**src/rtl/sdf_pkg.sv**
```systemverilog
package sdf_pkg;
  typedef enum logic {ORDER_ONE = 1'b0, ORDER_THREE = 1'b1} filtOrder_t;

  // strobes from control to datapath
  typedef struct packed {
    logic clear;    // filter idle: wipe integrators and comb history
    logic integ;    // accept one modulator bit
    logic capture;  // store comb history (end of period or restart)
    logic emit;     // register a new output word
  } sdfStrobe_t;

  localparam int unsigned SETTLE_OUTPUTS = 2;
  localparam int unsigned SINC3_STAGES = 3;
endpackage

```
**src/rtl/sdf_control.sv**
```systemverilog
module sdf_control
  import sdf_pkg::*;
#(
  parameter int OSR_W = 9
) (
  input  logic             clk,
  input  logic             rstN,
  input  logic             run,
  input  logic             orderSel,
  input  logic [OSR_W-1:0] osrCfg,
  input  logic             syncEn,
  input  logic             syncPulse,
  input  logic             bitStb,
  input  logic             ackClr,
  output sdfStrobe_t       stb,
  output logic             newData,
  output logic             ackFlag,
  output logic             unsettled
);
  localparam int SET_W = $clog2(SETTLE_OUTPUTS + 1);
  localparam logic [OSR_W-1:0] CNT_ONE = OSR_W'(1);
  localparam logic [SET_W-1:0] SET_INIT = SET_W'(SETTLE_OUTPUTS);

  logic [OSR_W-1:0] bitCnt;
  logic [SET_W-1:0] settleCnt;
  logic syncHit;
  logic lastBit;

  assign syncHit = run & syncEn & syncPulse;
  assign lastBit = (bitCnt == osrCfg - CNT_ONE);

  always_comb begin
    stb.clear   = !run;
    stb.integ   = run & bitStb;
    stb.emit    = run & bitStb & lastBit & !syncHit;
    stb.capture = stb.emit | syncHit;
  end

  always_ff @(posedge clk or negedge rstN) begin
    if (!rstN) begin
      bitCnt    <= '0;
      settleCnt <= SET_INIT;
    end else if (!run) begin
      bitCnt    <= '0;
      settleCnt <= SET_INIT;
    end else if (syncHit) begin
      bitCnt    <= '0;
      settleCnt <= SET_INIT;
    end else if (bitStb) begin
      bitCnt <= lastBit ? '0 : bitCnt + CNT_ONE;
      if (lastBit && settleCnt != '0) settleCnt <= settleCnt - SET_W'(1);
    end
  end

  always_ff @(posedge clk or negedge rstN) begin
    if (!rstN) begin
      newData   <= 1'b0;
      ackFlag   <= 1'b0;
      unsettled <= 1'b0;
    end else begin
      newData <= stb.emit;
      if (stb.emit) begin
        ackFlag   <= 1'b1;
        unsettled <= (orderSel == ORDER_THREE) && (settleCnt != '0);
      end else if (ackClr) begin
        ackFlag <= 1'b0;
      end
    end
  end
endmodule

```
**src/rtl/sdf_datapath.sv**
```systemverilog
module sdf_datapath
  import sdf_pkg::*;
#(
  parameter int OSR_W   = 9,
  parameter int ACC_W   = 25,
  parameter int SHIFT_W = 5,
  parameter int OUT_W   = 16
) (
  input  logic               clk,
  input  logic               rstN,
  input  sdfStrobe_t         stb,
  input  logic               bitIn,
  input  logic               orderSel,
  input  logic [OSR_W-1:0]   osrCfg,
  input  logic               wide16,
  input  logic [SHIFT_W-1:0] shiftAmt,
  output logic [ACC_W:0]     result
);
  localparam int RES_W  = ACC_W + 1;
  localparam int CUBE_W = 3 * OSR_W;
  localparam int STG    = SINC3_STAGES;

  logic [STG-1:0][ACC_W-1:0] acc, accNext, combIn, combOut, dly;
  logic [ACC_W-1:0] dlyOne, oneRaw, raw;
  logic [CUBE_W-1:0] osrExt, cube;
  logic [RES_W-1:0] fullScale, twiceRaw, formatted;
  logic signed [RES_W-1:0] fullRes, shifted;

  // integrators at bit rate, each stage fed by the previous stage's new value
  assign accNext[0] = stb.integ ? acc[0] + ACC_W'(bitIn) : acc[0];
  for (genvar k = 1; k < STG; k++) begin : g_integ
    assign accNext[k] = stb.integ ? acc[k] + accNext[k-1] : acc[k];
  end

  // combs at decimated rate
  assign combIn[0] = accNext[STG-1];
  for (genvar k = 0; k < STG; k++) begin : g_comb
    assign combOut[k] = combIn[k] - dly[k];
    if (k + 1 < STG) begin : g_link
      assign combIn[k+1] = combOut[k];
    end
  end

  assign oneRaw = accNext[0] - dlyOne;
  assign raw    = (orderSel == ORDER_THREE) ? combOut[STG-1] : oneRaw;

  // signed scaling: 2*raw - full scale
  assign osrExt    = CUBE_W'(osrCfg);
  assign cube      = osrExt * osrExt * osrExt;
  assign fullScale = (orderSel == ORDER_THREE) ? cube[RES_W-1:0] : RES_W'(osrCfg);
  assign twiceRaw  = {raw, 1'b0};
  assign fullRes   = $signed(twiceRaw - fullScale);
  assign shifted   = fullRes >>> shiftAmt;
  assign formatted = wide16 ? RES_W'($signed(shifted[OUT_W-1:0])) : fullRes;

  always_ff @(posedge clk or negedge rstN) begin
    if (!rstN) begin
      acc    <= '0;
      dly    <= '0;
      dlyOne <= '0;
      result <= '0;
    end else if (stb.clear) begin
      acc    <= '0;
      dly    <= '0;
      dlyOne <= '0;
    end else begin
      acc <= accNext;
      if (stb.capture) begin
        dly    <= combIn;
        dlyOne <= accNext[0];
      end
      if (stb.emit) result <= formatted;
    end
  end
endmodule

```
**src/rtl/sinc_decim_filter.sv**
```systemverilog
module sinc_decim_filter
  import sdf_pkg::*;
#(
  parameter int OSR_W   = 9,
  parameter int ACC_W   = 25,
  parameter int SHIFT_W = 5
) (
  input  logic               clk,
  input  logic               rstN,
  input  logic               masterEn,
  input  logic               filtEn,
  input  logic               orderSel,
  input  logic [OSR_W-1:0]   osrCfg,
  input  logic               wide16,
  input  logic [SHIFT_W-1:0] shiftAmt,
  input  logic               syncEn,
  input  logic               syncPulse,
  input  logic               bitIn,
  input  logic               bitStb,
  input  logic               ackClr,
  output logic [ACC_W:0]     result,
  output logic               newData,
  output logic               ackFlag,
  output logic               unsettled
);
  sdfStrobe_t stb;
  logic run;

  assign run = masterEn & filtEn;

  sdf_control #(.OSR_W(OSR_W)) u_ctrl (
    .clk(clk), .rstN(rstN), .run(run), .orderSel(orderSel), .osrCfg(osrCfg),
    .syncEn(syncEn), .syncPulse(syncPulse), .bitStb(bitStb), .ackClr(ackClr),
    .stb(stb), .newData(newData), .ackFlag(ackFlag), .unsettled(unsettled)
  );

  sdf_datapath #(.OSR_W(OSR_W), .ACC_W(ACC_W), .SHIFT_W(SHIFT_W)) u_dp (
    .clk(clk), .rstN(rstN), .stb(stb), .bitIn(bitIn), .orderSel(orderSel),
    .osrCfg(osrCfg), .wide16(wide16), .shiftAmt(shiftAmt), .result(result)
  );
endmodule

```
**config.mk**
```make
export PLATFORM = sky130hd
export DESIGN_NAME = sinc_decim_filter
export DESIGN_NICKNAME = d
export VERILOG_FILES = /design/src/rtl/sdf_pkg.sv /design/src/rtl/sdf_control.sv /design/src/rtl/sdf_datapath.sv /design/src/rtl/sinc_decim_filter.sv
export SDC_FILE = /design/constraint.sdc
export NUM_CORES = 1
export LEC_CHECK = 0
export CORE_MARGIN = 1.5
export CORE_UTILIZATION = 60
export CTS_BUF_LIST = sky130_fd_sc_hd__clkbuf_8 sky130_fd_sc_hd__clkbuf_16
export DETAILED_ROUTE_END_ITERATION = 10
export DONT_BUFFER_PORTS = 1
export PLACE_DENSITY = 0.85
export SLEW_MARGIN = 20
export SYNTH_ARGS = -nofsm -noshare
export SYNTH_HDL_FRONTEND = slang
export SYNTH_SLANG_ARGS = --single-unit
```
**constraint.sdc**
```tcl
create_clock -name clk -period 21.7 [get_ports clk]
set_input_delay 1.085 -clock clk [delete_from_list [all_inputs] [get_ports clk]]
set_output_delay 1.085 -clock clk [all_outputs]
set_load 0.02 [all_outputs]
```
## Yosys cells after proc, flatten, opt, wreduce, memory -nomap -nowiden

Index checks and enable logic that the tools add are counted.

| operators by class | value |
|---|---|
| reduce and logical (&&, ||, !) cells | 7 |
| mux-type cells | 21 |
| add/subtract/negate cells | 11 |
| equality and inequality tests | 4 |
| multiply operators | 2 |
| shift-type cells | 1 |
| bitwise gates (word level) | 7 |

Operators by type and width:

| kind | number |
|---|---|
| 75-bit two-way mux | 3 |
| 25-bit two-way mux | 6 |
| 25-bit subtractor | 4 |
| 26-bit two-way mux | 2 |
| 25-bit adder | 2 |
| 9-bit two-way mux | 4 |
| 27-bit by 9-bit multiplier with 26-bit output | 1 |
| 26-bit by 5-bit >>> shifter with 16-bit output | 1 |
| 26-bit subtractor | 1 |
| 25-bit by 1-bit adder with 25-bit output | 1 |
| 9-bit by 9-bit multiplier with 18-bit output | 1 |
| 9-bit by 1-bit adder with 9-bit output, second input constant | 1 |
| 9-bit equality test | 1 |
| 9-bit by 1-bit subtractor with 9-bit output, second input constant | 1 |
| 2-bit two-way mux | 4 |
| 1-bit bitwise AND | 6 |
| 3-bit inequality test, second input constant | 2 |
| 2-bit AND reduction | 2 |
| 2-bit nonzero test | 2 |
| 1-bit logical AND | 2 |
| 1-bit two-way mux | 2 |
| 2-bit inequality test, second input constant | 1 |
| 2-bit by 1-bit subtractor with 2-bit output, second input constant | 1 |
| 1-bit logical NOT | 1 |
| 1-bit OR | 1 |

| word-level totals | value |
|---|---|
| output and inout port bits | 29 |
| word-level logic and storage cells | 66 |
| flip-flop bits (word level) | 215 |
| bits of input ports | 25 |

## Depth between registers and ports, before layout

Gate-level depths: netlist of run 1.

| depth | value |
|---|---|
| word-level depth | 14 |
| mapped depth | 64 |
| gate-level depth less buffers | 61 |

## Cells and area by module

From an unflattened synthesis of run 1, not the netlist that was laid out.

| unflattened totals | value |
|---|---|
| cell total of the unflattened synthesis | 3002 |
| area total of the unflattened synthesis | 25763.5 um^2 |

By module, submodules not included:

| module | area each (um^2) | cells an instance | instances |
|---|---|---|---|
| sdf_datapath | 24582.3 | 2868 | 1 |
| sdf_control | 1174.9 | 133 | 1 |
| sinc_decim_filter | 6.3 | 1 | 1 |

## Worst setup path after synthesis of run 1

No wires, ideal clock.

| timing path | value |
|---|---|
| path type | input to register |
| start point | in osrCfg[3] |
| end point | reg u_dp.result[4] |
| setup slack | 9626 ps |
| path buffers | 4 |
| cell stages on the path | 54 |
| arrival time | 11990 ps |
| library setup time | 84 ps |
| cell sequence | clkbuf_1 clkbuf_1 and2_1 fa_1 inv_1 fa_1 inv_1 ha_1 inv_1 fa_1 inv_1 fa_1 a21o_1 a21oi_1 o21bai_1 a21oi_1 nor2b_1 o21a_1 [... 18 more ...] a21oi_1 a21boi_0 a21oi_1 xnor2_1 nand2_1 ha_1 clkbuf_1 and3_1 a221o_1 a21oi_1 o21bai_1 a21oi_1 xnor3_1 mux2i_1 buf_4 o211ai_2 a221o_1 a41oi_2 |

| between the ends | value |
|---|---|
| cells in the longest elaborated chain, start to end | 6 |
| elaborated cells between the ends (all ways) | 11 |
| those cells by class | add/sub (2); mul (2); eq/ne (1); shift (1); mux (2); bitwise (2); reduce/logical (1) |

Ends and longest elaborated chain:

| what | RTL line | text |
|---|---|---|
| start: declaration | sinc_decim_filter.sv:13 | `input logic [OSR_W-1:0] osrCfg,` |
| 9-bit by 9-bit multiplier with 18-bit output | sdf_datapath.sv:49 | `assign cube = osrExt * osrExt * osrExt;` |
| 27-bit by 9-bit multiplier with 26-bit output | sdf_datapath.sv:49 |  |
| 26-bit two-way mux | sdf_datapath.sv:50 | `assign fullScale = (orderSel == ORDER_THREE) ? cube[RES_W-1:0] : RES_W'(osrCfg);` |
| 26-bit subtractor | sdf_datapath.sv:52 | `assign fullRes = $signed(twiceRaw - fullScale);` |
| 26-bit by 5-bit >>> shifter with 16-bit output | sdf_datapath.sv:53 | `assign shifted = fullRes >>> shiftAmt;` |
| 26-bit two-way mux | sdf_datapath.sv:54 | `assign formatted = wide16 ? RES_W'($signed(shifted[OUT_W-1:0])) : fullRes;` |
| end signal: assignment | sdf_datapath.sv:72 | `if (stb.emit) result <= formatted;` |
| end: declaration | sdf_datapath.sv:17 | `output logic [ACC_W:0] result` |

Several ways; a longest one is shown, not always the timed one.
A chain may end at the register's enable or synchronous reset.

## Worst setup path after layout of run 1

| timing path | value |
|---|---|
| start point | in bitStb |
| end point | reg u_dp.result[14] |

| between the ends | value |
|---|---|
| cells in the longest elaborated chain, start to end | 13 |
| elaborated cells between the ends (all ways) | 17 |
| those cells by class | add/sub (7); shift (1); mux (5); bitwise (3); reduce/logical (1) |

Ends and longest elaborated chain:

| what | RTL line | text |
|---|---|---|
| start: declaration | sinc_decim_filter.sv:19 | `input logic bitStb,` |
| 1-bit bitwise AND (*) | sdf_control.sv:34, sdf_control.sv:35 |  |
| 25-bit two-way mux | sdf_datapath.sv:30 | `assign accNext[0] = stb.integ ? acc[0] + ACC_W'(bitIn) : acc[0];` |
| 25-bit adder | sdf_datapath.sv:32 | `assign accNext[k] = stb.integ ? acc[k] + accNext[k-1] : acc[k];` |
| 25-bit two-way mux | sdf_datapath.sv:32 |  |
| 25-bit adder | sdf_datapath.sv:32 |  |
| 25-bit two-way mux | sdf_datapath.sv:32 |  |
| 25-bit subtractor (3 in series) | sdf_datapath.sv:38 | `assign combOut[k] = combIn[k] - dly[k];` |
| 25-bit two-way mux | sdf_datapath.sv:45 | `assign raw = (orderSel == ORDER_THREE) ? combOut[STG-1] : oneRaw;` |
| 26-bit subtractor | sdf_datapath.sv:52 |  |
| 26-bit by 5-bit >>> shifter with 16-bit output | sdf_datapath.sv:53 |  |
| 26-bit two-way mux | sdf_datapath.sv:54 |  |

Every way passes the cells marked *; elsewhere a longest branch is shown, timed or not.

==> results.toml, run 1 <==
[drt]
post-route-drc-count = 0
wl_per_cell_um = 19.0
drt_iter0_drc = 1866
wl_um = 67700
vias_per_cell = 6.25
drt.antenna.violating_nets = 0
firstDrtPassIters = 6
dr_total_vias = 22200

[clock_tree]
clockBufferDepth = 3
cts.clk_slew.worst_paths_ns = 0.08
holdBufCountCts = 0
postCtsSetupRepairBufs = 0
numCtsBuffers = 24
cts-root-buf = "clkbuf_16"
cts_sinks = 215
htreeDepth = 1
clk_latency_ns = 0.56
cts_tree = "built"
cts_resized = 0

[synthesis]
synth_cells = 3073
synth-async-reset-ratio_pct = 100
yosys-top-cells-area = "dfrtp_1 21%, ha_1 13%, fa_1 11%"
synth_top_area_share_pct = 20.9
synthFlopType = "dfrtp_1"
synthTopCellsByCount = "393 x nand2_1, 338 x inv_1, 262 x ha_1"
syn_nets = 3505
synth_adder_area_share_pct = 24.2
synthXorXnorAreaFrac_pct = 7.03
synth_edf_count = 0
synth_mux_area_share_pct = 4.91
synth_seq_cells = 215
synthDistinctLibCells = 87
yosysTopAreaCell = "dfrtp_1"
synth_compound_area_share_pct = 18.4
syn_avg_cell_area_um2 = 8.32
yosysWarnings = 0
yosysMostFrequentCell = "nand2_1"
synth_top_family_by_area = "adder cells"
yosysSeqAreaShare_pct = 21.0
netlist_area_um2 = 25600
yosys.area_share.simple_pct = 17.8

[setup_path]
crit_path_max_incr_delay_ns = 0.55
r2r_start = "u_dp.acc[0]"
crit_path_start = "bitStb"
end_kind = "flop"
crit_fanout = 44
reg2regPathDepth = 52
startpoint_type = "primary input"
timing.critical_path.to = "u_dp.result[14]"
worst-setup-path-type = "primary input to flop"
required_ns = 22.15
path_common_cell = "a21oi_1"
slowest_stage = "a21oi_1"
arrival_ns = 13.84
r2r-end = "u_dp.result[14]"
r2r_setup_slack_ns = 8.90

[placement]
place.port_buffers = 0
place_ws_ns = 8.07
place_congestion = 0.947
hpwlAfterDp_um = 50800

[cells_and_area]
regArea_um2 = 5380
fill_cells = 3436
nets = 3431
multiInputGateArea_um2 = 18500
syn2layout_area_growth_pct = 4.45
num_antenna_cells = 0
drive_gt1_share_pct = 4.87

[sta]
rsz0062_at_grt = "no"
tightestPinTransition_ns = 1.07
slew_headroom_pct = 28.2
hold_viol = 0
fin_crit_sh_pct = 61.7
final_max_slew_viol_count = 0
tns_ns = 0
clock.fmax_ghz = 0.0747
hold_slack_ns = 0.216
fin_crit_ns = 13.39
finClkSkew_ns = 0.0251
fin_ws_ns = 8.31
setup_viol = 0

[min_path]
hp-class = "primary input to asynchronous set/reset pin"

[global_routing]
grt_pass1_wl_um = 111000
grt_max_degree = 216
grt.total_usage_pct = 30.9
antenna_found_initial = 0
grt_pass1_vias = 22300
overflow = 0

[floorplan]
die_w_um = 209
dieArea_um2 = 43900
fp-row-count = 75
start_util_pct = 60.9
io_pins = 54
coreArea_um2 = 42000
fp.dieH_um = 209

[flow_run]
drv_cap = 0

[status]
status = "finished, final reports clean"
==> worst min-delay path by stage <==
stage	end	slack, ns	cells after the start
after floorplan	u_dp.dly[67]	0.44	2
after global placement	u_dp.dly[67]	0.46	2
after detailed placement	u_dp.dly[67]	0.46	2
after CTS	u_dp.result[5]	0.20	0
after global routing	u_dp.result[0]	0.22	0
final	u_dp.result[10]	0.22	0
==> final cells by class <==
cell class                 count  share of cell area, %
multi-input combinational   2405                   69.2
sequential                   215                   20.1
inverter                     341                   4.79
clock buffer                  31                   2.65
tap                          539                   2.52
timing repair buffer          12                  0.337
clock inverter                12                  0.328
==> metal layers <==
metal,track usage (%),wire length (µm),vias to the layer above
met5,0,0,-
met4,12.6,2850,0
met3,4.41,4640,192
met2,53.4,32400,890
met1,38.9,27800,10800
li1,-,-,10400
==> through the flow <==
step	cells	utilization, %	cell area [µm²]
floorplan	3073	-	25600
global placement	3512	61.7	25900
detailed placement	3512	61.7	25900
CTS	3555	63.6	26700
global route	3555	63.6	26700
finish	3555	63.6	26700
==> cell usage in the layout (no fill, tap or decap), types with 18 or more instances in the layout <==
cell and n:
o21a_1 34, a21o_1 71, mux2_2 52, and3_1 26, xnor2_1 125, o21ai_0 189, nor2b_1 31, a211oi_1 30
clkbuf_16 25, nand3_1 40, or3_1 18, mux2i_1 30, nand2_1 393, o21bai_1 21, inv_1 342, ha_1 262
a21oi_1 198, fa_1 145, dfrtp_1 214, xor2_1 72, nand2b_1 36, a21boi_0 20, o211ai_1 21, and2_1 129
nor2_1 185, nor3_1 44
==> critical path: cells and delay by family <==
family / cells / cell delay [ns]
buffers and inverters: 3 / 0.80
adders and majority gates: 6 / 2.18
AOI/OAI and AO/OA: 29 / 6.99
muxes: 1 / 0.07
and+or+nand+nor: 10 / 1.76
xor gates and xnor gates: 4 / 0.92
==> logic make-up (layout without fill, tap and decap cells) <==
logic type | after synthesis | count (layout)
compound gates | 735 | 735
xor+xnor | 200 | 200
fa+ha+maj | 407 | 407
buf+inv | 453 | 396
flops | 215 | 215
mux | 99 | 99
simple gates | 964 | 964
==> flip-flops by register name (all words and copies together), names as in the netlist <==
| register | flops |
|---|---|
| u_ctrl.ackFlag | 1 |
| u_ctrl.bitCnt | 9 |
| u_ctrl.newData | 1 |
| u_ctrl.settleCnt | 2 |
| u_ctrl.unsettled | 1 |
| u_dp.acc | 75 |
| u_dp.dly | 75 |
| u_dp.dlyOne | 25 |
| u_dp.result | 26 |
Power of run 1 is not shown: default switching activity piles up to over one toggle a cycle in this logic, so the estimate is an artifact.
==> run 2, diff against run 1 <==
--- a/config.mk
+++ b/config.mk
@@ -10,7 +10,7 @@
 export CTS_BUF_LIST = sky130_fd_sc_hd__clkbuf_8 sky130_fd_sc_hd__clkbuf_16
 export DETAILED_ROUTE_END_ITERATION = 10
 export DONT_BUFFER_PORTS = 1
-export PLACE_DENSITY = 0.85
+export PLACE_DENSITY = 0.88
 export SLEW_MARGIN = 20
 export SYNTH_ARGS = -nofsm -noshare
 export SYNTH_HDL_FRONTEND = slang
==> constraint.sdc (replaced) <==
create_clock -name clk -period 11.84 [get_ports clk]
set_input_delay 0.592 -clock clk [delete_from_list [all_inputs] [get_ports clk]]
set_output_delay 0.592 -clock clk [all_outputs]
set_load 0.02 [all_outputs]
==> run 2 against run 1 <==
Final cell count grew 1.7%. Setup slack lost 7.9 ns. Global-route usage grew 0.65 points. Sequential share of layout area shrank 0.67 points. Die area is the same. Critical path type is now flop to flop.
==> results.toml, run 2 (synthesized netlist as in run 1, its figures left out) <==
[setup_path]
crit_fanout = 10
path_common_cell = "ha_1"
path_buf_inv = 4
end_kind = "flop"
slowest_stage = "or4_1"
worst-setup-path-type = "flop to flop"
arrival_ns = 11.93
crit_family = "compound AO/OA/AOI/OAI gates"
required_ns = 12.36
crit_path_max_incr_delay_ns = 0.54
startpoint_type = "flop"

[sta]
final_max_slew_viol_count = 0
hold_viol = 0
fin_crit_sh_pct = 96.3
tightestPinTransition_ns = 1.25
fin_crit_ns = 11.41
slew_headroom_pct = 16.9
finClkSkew_ns = 0.0147
clock.fmax_ghz = 0.0877
setup_viol = 0
fin_ws_ns = 0.433

[global_routing]
grt_pass1_wl_um = 114000
grt_pass1_vias = 22900
antenna_found_initial = 0
grt_max_degree = 216
overflow = 0
grt.total_usage_pct = 31.5

[cells_and_area]
fill_cells = 3289
drive_gt1_share_pct = 8.32
num_antenna_cells = 0
nets = 3489
layout.cells.most_common = "nand2_1"
reg_top3 = "u_dp.acc (75), u_dp.dly (75), u_dp.result (26)"
layout_common_cells = "393 x nand2_1, 343 x inv_1, 258 x ha_1"
syn2layout_area_growth_pct = 8.04

[status]
status = "finished, final reports clean"

[clock_tree]
cts_tree = "built"
numCtsBuffers = 27
clockBufferDepth = 3
cts.clk_slew.worst_paths_ns = 0.06
clk_latency_ns = 0.58
cts-root-buf = "clkbuf_16"
cts_sinks = 215
htreeDepth = 1

[drt]
vias_per_cell = 6.26
wl_um = 70000
post-route-drc-count = 0
drt_iter0_drc = 1791
firstDrtPassIters = 7
drt.antenna.violating_nets = 0
dr_total_vias = 22600
wl_per_cell_um = 19.3

[floorplan]
coreArea_um2 = 42000
start_util_pct = 60.9
io_pins = 54
dieArea_um2 = 43900
die_w_um = 209
fp-row-count = 75
fp.dieH_um = 209

[min_path]
hp-class = "primary input to flop"

[placement]
hpwlAfterDp_um = 51500
place_congestion = 0.952
place_ws_ns = -0.425
place.port_buffers = 0

[flow_run]
drv_cap = 0
run 2: worst reg2reg max path, delay by kind of cell (launching register included):
kind	cells	cell delay [ns]
DFF	1	0.43
and+or+nand+nor	8	1.85
AOI/OAI and AO/OA	25	4.73
muxes	1	0.27
buffers and inverters	4	0.58
adders and majority gates	7	2.05
xor gates and xnor gates	7	1.47
run 2: final cells by class:
| class | count | area [µm²] | share of cell area (%) |
|---|---|---|---|
| Multi-Input combinational cell | 2406 | 18800 | 67.9 |
| Sequential cell | 215 | 5380 | 19.5 |
| Inverter | 341 | 1280 | 4.64 |
| Clock buffer | 32 | 744 | 2.69 |
| Tap cell | 539 | 674 | 2.44 |
| Timing Repair Buffer | 66 | 568 | 2.06 |
| Clock inverter | 18 | 209 | 0.756 |
run 2: per-layer routing:
layer	global-route usage (%)	share of wire, %
met5	0	0
met1	38.6	39
met2	54.7	49
met3	4.79	6.7
met4	14.8	4.8
run 2: path summary, 6_finish.rpt:
kind	start	end	slack, ns	cells after the start
min reg2reg	u_dp.dly[53]	u_dp.dly[53]	0.48	2
max reg2reg	u_dp.acc[0]	u_dp.result[16]	0.43	52
min	bitStb	u_dp.acc[44]	0.09	1
max	u_dp.acc[0]	u_dp.result[16]	0.43	52
max in group asynchronous	rstN	u_dp.acc[30]	10.18	3
min in group asynchronous	rstN	u_dp.result[0]	0.56	2
run 2: through the flow:
step	cells	hold slack [ns]	setup TNS (ns)	utilization, %	cell area, µm²
finish	3617	0.0920	0	65.7	27600
CTS	3606	0.0777	0	64.8	27200
global placement	3555	0.300	-2.02	62.4	26300
detailed placement	3555	0.301	-7.65	62.5	26300
global route	3617	0.0794	-1.44	65.7	27600
floorplan	3073	0.296	0	-	25600
run 2: what timing repair did:
| item | CTS | global route |
|---|---|---|
| gates resized for setup | 0 | 71 |
| buffers inserted | 0 | 7 |
| hold buffers | 1 | 1 |
| endpoints found under the setup margin | 0 | 26 |
| hold endpoints to repair | 215 | 51 |
Power of run 2 is left out for the same reason.
